`src/rtl/sbuf_pkg.sv`:
```
package sbuf_pkg;

  // Kind of update applied to the entry storage in a cycle
  typedef enum logic [1:0] {
    WK_IDLE  = 2'd0,
    WK_ALLOC = 2'd1,
    WK_MERGE = 2'd2
  } sbuf_wkind_e;

endpackage

```
`src/rtl/sbuf_lane_ram.sv`:
```
module sbuf_lane_ram
  import sbuf_pkg::*;
#(
  parameter int DEPTH     = 8,
  parameter int BLK_BYTES = 16
) (
  input  logic                       clk,
  input  sbuf_wkind_e                wkind,
  input  logic [$clog2(DEPTH)-1:0]   widx,
  input  logic [BLK_BYTES-1:0]       wbe,
  input  logic [8*BLK_BYTES-1:0]     wdata,
  input  logic [$clog2(DEPTH)-1:0]   ridx,
  output logic [8*BLK_BYTES-1:0]     rdata,
  output logic [BLK_BYTES-1:0]       rbe
);

  logic [BLK_BYTES-1:0] be_q [DEPTH];

  // One narrow memory per byte lane so each maps to its own RAM slice
  for (genvar g = 0; g < BLK_BYTES; g++) begin : g_lane
    logic [7:0] lane_mem [DEPTH];

    always_ff @(posedge clk) begin
      if (wkind != WK_IDLE && wbe[g]) begin
        lane_mem[widx] <= wdata[8*g +: 8];
      end
    end

    assign rdata[8*g +: 8] = lane_mem[ridx];
  end

  // Enables: fresh on allocation, accumulated on merge
  always_ff @(posedge clk) begin
    if (wkind == WK_ALLOC) begin
      be_q[widx] <= wbe;
    end else if (wkind == WK_MERGE) begin
      be_q[widx] <= be_q[widx] | wbe;
    end
  end

  assign rbe = be_q[ridx];

endmodule

```
`src/rtl/sbuf_queue.sv`:
```
module sbuf_queue
  import sbuf_pkg::*;
#(
  parameter int DEPTH = 8,
  parameter int BAW   = 28
) (
  input  logic                      clk,
  input  logic                      rst,
  input  logic                      in_valid,
  input  logic [BAW-1:0]            in_blk,
  input  logic                      chk_done,
  input  logic                      rdy_set,
  input  logic [$clog2(DEPTH)-1:0]  rdy_idx,
  input  logic                      wr_gnt,
  output logic                      stall,
  output sbuf_wkind_e               wkind,
  output logic [$clog2(DEPTH)-1:0]  widx,
  output logic [$clog2(DEPTH)-1:0]  head_idx,
  output logic                      wr_req,
  output logic [BAW-1:0]            head_blk,
  output logic [$clog2(DEPTH)-1:0]  chk_idx,
  output logic                      chk_pending,
  output logic [BAW-1:0]            chk_blk
);

  localparam int PW = $clog2(DEPTH);
  localparam int CW = $clog2(DEPTH + 1);
  localparam logic [CW-1:0] FULL_CNT = CW'(DEPTH);
  localparam logic [PW-1:0] LAST_IDX = PW'(DEPTH - 1);

  logic [BAW-1:0] blk_q [DEPTH];
  logic [DEPTH-1:0] rdy_q;
  logic [PW-1:0] head_q, tail_q, chk_q, young;
  logic [CW-1:0] cnt_q, nchk_q;
  logic merge_ok, full, push, pop;

  function automatic logic [PW-1:0] step_fwd(input logic [PW-1:0] p);
    return (p == LAST_IDX) ? '0 : p + 1'b1;
  endfunction

  function automatic logic [PW-1:0] step_back(input logic [PW-1:0] p);
    return (p == '0) ? LAST_IDX : p - 1'b1;
  endfunction

  assign young    = step_back(tail_q);
  assign full     = (cnt_q == FULL_CNT);
  // Merge only into the youngest entry while its tag phase is still open
  assign merge_ok = in_valid && (cnt_q > nchk_q) && (blk_q[young] == in_blk);
  assign stall    = full && !merge_ok;
  assign push     = in_valid && !merge_ok && !full;
  assign wr_req   = (cnt_q != '0) && rdy_q[head_q];
  assign pop      = wr_req && wr_gnt;

  always_comb begin
    wkind = WK_IDLE;
    widx  = tail_q;
    if (merge_ok) begin
      wkind = WK_MERGE;
      widx  = young;
    end else if (push) begin
      wkind = WK_ALLOC;
    end
  end

  assign head_idx    = head_q;
  assign head_blk    = blk_q[head_q];
  assign chk_idx     = chk_q;
  assign chk_pending = (cnt_q > nchk_q);
  assign chk_blk     = blk_q[chk_q];

  always_ff @(posedge clk) begin
    if (push) begin
      blk_q[tail_q] <= in_blk;
    end
  end

  always_ff @(posedge clk) begin
    if (rst) begin
      rdy_q  <= '0;
      head_q <= '0;
      tail_q <= '0;
      chk_q  <= '0;
      cnt_q  <= '0;
      nchk_q <= '0;
    end else begin
      if (push) begin
        rdy_q[tail_q] <= 1'b0;
        tail_q        <= step_fwd(tail_q);
      end
      if (pop) begin
        rdy_q[head_q] <= 1'b0;
        head_q        <= step_fwd(head_q);
      end
      if (rdy_set) begin
        rdy_q[rdy_idx] <= 1'b1;
      end
      if (chk_done) begin
        chk_q <= step_fwd(chk_q);
      end
      cnt_q  <= cnt_q + CW'(push) - CW'(pop);
      nchk_q <= nchk_q + CW'(chk_done) - CW'(pop);
    end
  end

  // the oldest entry may only be written once its tag phase is complete
  a_r10_write_only_checked: assert property (@(posedge clk) disable iff (rst)
    wr_req |-> (nchk_q != '0));

  // occupancy never exceeds the entry count, checked never exceeds occupied
  a_r5_occupancy: assert property (@(posedge clk) disable iff (rst)
    (cnt_q <= FULL_CNT) && (nchk_q <= cnt_q));

  // an entry is released for writing only once
  a_r9_ready_set_once: assert property (@(posedge clk) disable iff (rst)
    rdy_set |-> !rdy_q[rdy_idx]);

  // a merge never allocates a new entry
  a_r4_merge_keeps_count: assert property (@(posedge clk) disable iff (rst)
    (wkind == WK_MERGE) |=> (cnt_q == $past(cnt_q) - CW'($past(pop))));

endmodule

```
`src/rtl/sbuf_tagseq.sv`:
```
module sbuf_tagseq #(
  parameter int DEPTH = 8,
  parameter int BAW   = 28,
  parameter int LAW   = 26
) (
  input  logic                      clk,
  input  logic                      rst,
  input  logic                      chk_pending,
  input  logic [$clog2(DEPTH)-1:0]  chk_idx,
  input  logic [BAW-1:0]            chk_blk,
  input  logic                      tag_gnt,
  input  logic                      tag_hit,
  input  logic                      fill_done,
  output logic                      tag_req,
  output logic [LAW-1:0]            tag_line,
  output logic                      chk_done,
  output logic                      rdy_set,
  output logic [$clog2(DEPTH)-1:0]  rdy_idx
);

  localparam int PW = $clog2(DEPTH);
  localparam int SH = BAW - LAW;

  logic [LAW-1:0] last_line_q;
  logic           last_ok_q;
  logic           wait_q;
  logic [PW-1:0]  wait_idx_q;
  logic           reuse, granted, fill_ok;
  logic           unused_blk_low;

  assign unused_blk_low = ^chk_blk[SH-1:0];
  assign tag_line = chk_blk[BAW-1:SH];

  // Skip the lookup when the line was last confirmed present
  assign reuse    = chk_pending && !wait_q && last_ok_q && (tag_line == last_line_q);
  assign tag_req  = chk_pending && !wait_q && !reuse;
  assign granted  = tag_req && tag_gnt;
  assign chk_done = reuse || granted;
  assign fill_ok  = wait_q && fill_done;
  assign rdy_set  = reuse || (granted && tag_hit) || fill_ok;
  assign rdy_idx  = wait_q ? wait_idx_q : chk_idx;

  always_ff @(posedge clk) begin
    if (rst) begin
      last_line_q <= '0;
      last_ok_q   <= 1'b0;
      wait_q      <= 1'b0;
      wait_idx_q  <= '0;
    end else if (granted) begin
      last_line_q <= tag_line;
      last_ok_q   <= tag_hit;
      wait_q      <= !tag_hit;
      wait_idx_q  <= chk_idx;
    end else if (fill_ok) begin
      wait_q    <= 1'b0;
      last_ok_q <= 1'b1;
    end
  end

  // an ungranted lookup stays requested for the same line
  a_r6_req_held: assert property (@(posedge clk) disable iff (rst)
    (tag_req && !tag_gnt) |=> (tag_req && $stable(tag_line)));

endmodule

```
`src/rtl/store_coalesce_buf.sv`:
```
module store_coalesce_buf
  import sbuf_pkg::*;
#(
  parameter int AW         = 32,
  parameter int DEPTH      = 8,
  parameter int DW         = 64,
  parameter int BLK_BYTES  = 16,
  parameter int LINE_BYTES = 64
) (
  input  logic                                  clk,
  input  logic                                  rst,
  input  logic                                  st_valid,
  input  logic [AW-1:0]                         st_addr,
  input  logic [DW-1:0]                         st_data,
  input  logic [DW/8-1:0]                       st_be,
  output logic                                  st_stall,
  output logic                                  tag_req,
  output logic [AW-$clog2(LINE_BYTES)-1:0]      tag_line,
  input  logic                                  tag_gnt,
  input  logic                                  tag_hit,
  input  logic                                  fill_done,
  output logic                                  wr_req,
  output logic [AW-$clog2(BLK_BYTES)-1:0]       wr_blk,
  output logic [8*BLK_BYTES-1:0]                wr_data,
  output logic [BLK_BYTES-1:0]                  wr_be,
  input  logic                                  wr_gnt
);

  localparam int SB    = DW / 8;
  localparam int SOFF  = $clog2(SB);
  localparam int BOFF  = $clog2(BLK_BYTES);
  localparam int LOFF  = $clog2(LINE_BYTES);
  localparam int NSLOT = BLK_BYTES / SB;
  localparam int SLW   = BOFF - SOFF;
  localparam int BAW   = AW - BOFF;
  localparam int LAW   = AW - LOFF;
  localparam int PW    = $clog2(DEPTH);

  logic [SLW-1:0]         slot;
  logic [BAW-1:0]         in_blk;
  logic [BLK_BYTES-1:0]   lane_be;
  logic [8*BLK_BYTES-1:0] lane_data;
  logic                   unused_addr_low;

  sbuf_wkind_e   wkind;
  logic [PW-1:0] widx, head_idx, chk_idx, rdy_idx;
  logic          chk_pending, chk_done, rdy_set;
  logic [BAW-1:0] chk_blk;

  assign unused_addr_low = ^st_addr[SOFF-1:0];
  assign slot      = st_addr[BOFF-1:SOFF];
  assign in_blk    = st_addr[AW-1:BOFF];
  assign lane_be   = {{(BLK_BYTES-SB){1'b0}}, st_be} << {slot, {SOFF{1'b0}}};
  assign lane_data = {NSLOT{st_data}};

  sbuf_queue #(.DEPTH(DEPTH), .BAW(BAW)) u_queue (
    .clk         (clk),
    .rst         (rst),
    .in_valid    (st_valid),
    .in_blk      (in_blk),
    .chk_done    (chk_done),
    .rdy_set     (rdy_set),
    .rdy_idx     (rdy_idx),
    .wr_gnt      (wr_gnt),
    .stall       (st_stall),
    .wkind       (wkind),
    .widx        (widx),
    .head_idx    (head_idx),
    .wr_req      (wr_req),
    .head_blk    (wr_blk),
    .chk_idx     (chk_idx),
    .chk_pending (chk_pending),
    .chk_blk     (chk_blk)
  );

  sbuf_tagseq #(.DEPTH(DEPTH), .BAW(BAW), .LAW(LAW)) u_tagseq (
    .clk         (clk),
    .rst         (rst),
    .chk_pending (chk_pending),
    .chk_idx     (chk_idx),
    .chk_blk     (chk_blk),
    .tag_gnt     (tag_gnt),
    .tag_hit     (tag_hit),
    .fill_done   (fill_done),
    .tag_req     (tag_req),
    .tag_line    (tag_line),
    .chk_done    (chk_done),
    .rdy_set     (rdy_set),
    .rdy_idx     (rdy_idx)
  );

  sbuf_lane_ram #(.DEPTH(DEPTH), .BLK_BYTES(BLK_BYTES)) u_ram (
    .clk   (clk),
    .wkind (wkind),
    .widx  (widx),
    .wbe   (lane_be),
    .wdata (lane_data),
    .ridx  (head_idx),
    .rdata (wr_data),
    .rbe   (wr_be)
  );

  // a waiting write keeps its block, enables and data until granted
  a_r2_head_stable: assert property (@(posedge clk) disable iff (rst)
    (wr_req && !wr_gnt) |=> (wr_req && $stable(wr_blk) && $stable(wr_be) && $stable(wr_data)));

endmodule

```
`config.mk`:
```
export PLATFORM = sky130hd
export DESIGN_NAME = store_coalesce_buf
export DESIGN_NICKNAME = d
export VERILOG_FILES = /design/src/rtl/sbuf_pkg.sv /design/src/rtl/sbuf_lane_ram.sv /design/src/rtl/sbuf_queue.sv /design/src/rtl/sbuf_tagseq.sv /design/src/rtl/store_coalesce_buf.sv
export SDC_FILE = /design/constraint.sdc
export NUM_CORES = 1
export LEC_CHECK = 0
export BUFFER_PORTS_ARGS = -buffer_cell sky130_fd_sc_hd__buf_4
export CORE_ASPECT_RATIO = 1.25
export CORE_MARGIN = 1.5
export CORE_UTILIZATION = 52
export CTS_CLUSTER_DIAMETER = 50
export DETAILED_ROUTE_END_ITERATION = 10
export MAX_ROUTING_LAYER = met4
export PLACE_DENSITY = 0.69
export SLEW_MARGIN = 10
export SYNTH_ARGS = -nofsm -noshare
export SYNTH_HDL_FRONTEND = slang
export SYNTH_SLANG_ARGS = --single-unit
```
`constraint.sdc`:
```
create_clock -name clk -period 12.9 [get_ports clk]
set_input_delay 1.29 -clock clk [delete_from_list [all_inputs] [get_ports clk]]
set_output_delay 1.29 -clock clk [all_outputs]
set_load 0.005 [all_outputs]
```
==> metrics.yaml <==
outcome: "finished, final reports clean"
hp-class: "register to register"
pin_count: 312
ys_dominant_reg_cell: "edfxtp_1"
postLayoutCoreUtil_pct: 59.69
viasPerCell: 6.343
r2r_end: "u_ram.be_q[3][7]"
avgSynthCellArea_um2: 17.84
startpoint: "u_queue.tail_q[0]"
hold_violations: 0
post_drt_wl_per_cell_um: 29.08
dp_cells: 5168
max_cap_viol_count: 0
die_x_um: 312.3
post_cts_buffers: 0
antenna_found_initial: 13
clk_path_buf_depth: 3
routed-wl-met2_um: 80590
end_kind: "register"
num_vias: 34510
tritoncts: "built"
core_area_mm2: 0.1184
setup.worst_path.end: "u_ram.be_q[3][7]"
rsz0062_at_grt: "no"
path_clk_slew_ns: 0.06
r2r_cells: 15
ant_nets: 0
route.detailed.drc: 0
clock_latency_ns: 0.78
initial_utilization_pct: 52.52
slew_violations: 0
synth-seq-area-share_pct: 68.45
slew_headroom_pct: 27.02
worstMarginPinSlew_ns: 1.095
hpwl_um: 96060
syn_area_mm2: 0.06218
peakVddDrop_v: 0.0001588
wl_met3_um: 13920
globalRoute.totalOverflow: 0
ys_warn_count: 0
numCtsBuffers: 147
grt_pass1_vias: 34860
critPathKind: "register to register"
pre_cts_slack_ns: 4.574
synth_nets: 3621
finalWorstSetupSlack_ns: 4.521
async_reset_ff_share_pct: 0
power_density_mw_per_mm2: 162.7
area_growth_pct: 13.64
grt_pass1_wl_um: 230300
fin_skew_ns: 0.02920
reg2reg_slack_ns: 4.52
layout_worst_path_cycle_share_pct: 64.95
drtIter0Drc: 3546
fmax_mhz: 119.3
critPathLaunchType: "register"
worstPathRequired_ns: 13.21
period_minus_slack_ns: 8.379
ctsResizeCount: 0
final_nets: 3879
total_leakage_power_nw: 22.54
final_cells: 5441
met1Wirelength_um: 58400
track_usage_pct: 26.82
ys_types: 71
synth-edff-count: 1376
ys_ff_latch: 1438
final.setup.tns_ns: 0
die_h_um: 389.6
top_layer: "met4"
cts_max_level: 4
cp_max_fo: 70
routed_wirelength_um: 158200
setup_viol: 0
cts_hold_buf: 0
root_buffer: "clkbuf_16"
portBuffers: 308
rows: 141
worstPathArrival_ns: 8.69
synth_cells: 3486
dr.pass1.iters: 6
grt_max_degree: 145
cts_num_sinks: 1438
r2r_start: "u_queue.tail_q[0]"
drive_above_1_share_pct: 32.07
die-area_mm2: 0.1217
gp_congestion: 0.8587
[layer usage]
metal  vias up  global-route usage, %
met3       330                  5.682
met5         -                      -
met2      1606                  44.08
met4         0                  9.488
met1     17900                  33.06
li1      14670                      -
[critical path, cell delays in order (launching register included)]
cell      delay, ns
dfxtp_4        0.48
inv_2          0.15
buf_4          0.70
ha_1           0.41
and2_1         0.33
or2_1          0.69
buf_4          0.42
o221ai_1       0.22
and3_1         0.25
or4_1          0.57
nor3_1         0.29
nand4_1        0.37
nor2_8         0.79
mux2_2         0.65
or2_2          0.85
inv_1          0.73
[worst min path at each step]
stage	start	endpoint	slack, ns	cells after the start
finish	u_queue.rdy_q[7]	u_queue.rdy_q[7]	0.49	2
global route	u_queue.rdy_q[7]	u_queue.rdy_q[7]	0.52	2
CTS	u_queue.rdy_q[7]	u_queue.rdy_q[7]	0.49	2
detailed placement	u_queue.rdy_q[5]	u_queue.rdy_q[5]	0.47	2
global placement	u_queue.rdy_q[7]	u_queue.rdy_q[7]	0.47	2
floorplan	u_queue.rdy_q[7]	u_queue.rdy_q[7]	0.45	2
[synthesized netlist by cell type (32+ instances only)]
master,number,area (um^2)
buf_2,32,160.2
edfxtp_1,1376,41320
dfxtp_1,62,1241
nand2_1,55,206.5
o221ai_1,41,359.1
clkbuf_1,146,548.0
o21ai_0,159,795.8
buf_1,56,210.2
nor2_1,254,953.4
o211ai_1,32,240.2
mux2i_1,68,680.7
a21oi_1,40,200.2
mux2_2,239,2691
inv_1,112,420.4
a31oi_1,82,513.0
mux4_2,397,8941
[flip-flops by register name, summed over array words and instances, names as in the netlist, named ones only]
| register | cells |
|---|---|
| u_tagseq.wait_q | 1 |
| u_queue.cnt_q | 4 |
| u_queue.chk_idx | 3 |
| u_tagseq.last_ok_q | 1 |
| u_queue.tail_q | 3 |
| u_queue.rdy_q | 8 |
| u_tagseq.last_line_q | 26 |
| u_queue.head_idx | 3 |
| u_queue.blk_q | 224 |
| u_queue.nchk_q | 4 |
| u_ram.be_q | 128 |
| u_ram.g_lane.lane_mem | 1024 |
| u_tagseq.wait_idx_q | 3 |
[area by class of cell]
| cell class | count | area [um^2] |
|---|---|---|
| Antenna cell | 14 | 35.03 |
| Clock buffer | 185 | 3905 |
| Clock inverter | 74 | 772.0 |
| Fill cell | 8636 | 47720 |
| Inverter | 113 | 424.2 |
| Multi-Input combinational cell | 1692 | 18280 |
| Sequential cell | 1438 | 42580 |
| Tap cell | 1573 | 1968 |
| Timing Repair Buffer | 352 | 2693 |
[metrics by stage]
step           total power (W)  instance area (um^2)  hold slack [ns]
5_1_grt                0.01188                 70650           0.5221
4_1_cts                0.01158                 70620           0.4875
3_5_place_dp          0.007450                 65950           0.4733
6_report               0.01150                 70660           0.4858
2_1_floorplan         0.006672                 62180           0.4536
3_3_place_gp          0.007429                 65950           0.4701
[power by group]
group          total [W]  internal, W  switching (W)
clock            0.00415      0.00238        0.00177
combinational    0.00197     0.000871        0.00110
sequential       0.00538      0.00528       0.000103
total             0.0115      0.00853        0.00297
[cell usage in the layout, fill, tap and decap left out, drive strengths merged, types with 14 or more instances in the layout]
master  count
xnor2      25
buf       352
dfxtp      62
o21ai     165
mux4      397
o22ai      23
o221ai     41
nand2b     21
nand3      17
ha         22
diode      14
nor2b      18
clkbuf    185
a31oi      82
nand2      55
clkinv     49
nor2      256
o211ai     32
mux2      239
inv       122
edfxtp   1376
mux2i      70
xor2       31
a21oi      40
nor4       15
[kinds of logic (layout without fill, tap and decap cells)]
kind of cell / Yosys count / in the layout / share of synthesized area (%)
flip-flops: 1438 / 1438 / 68.45
multiplexers: 706 / 706 / 19.85
AO/OA/AOI/OAI: 456 / 456 / 4.721
AND/OR/NAND/NOR: 450 / 450 / 3.397
buffers and inverters: 356 / 724 / 2.288
XOR/XNOR: 56 / 56 / 0.7888
adder cells (fa/ha/maj): 24 / 24 / 0.5071
other: 0 / 14 / 0
Note: power is estimated with default switching activity, not from simulation.
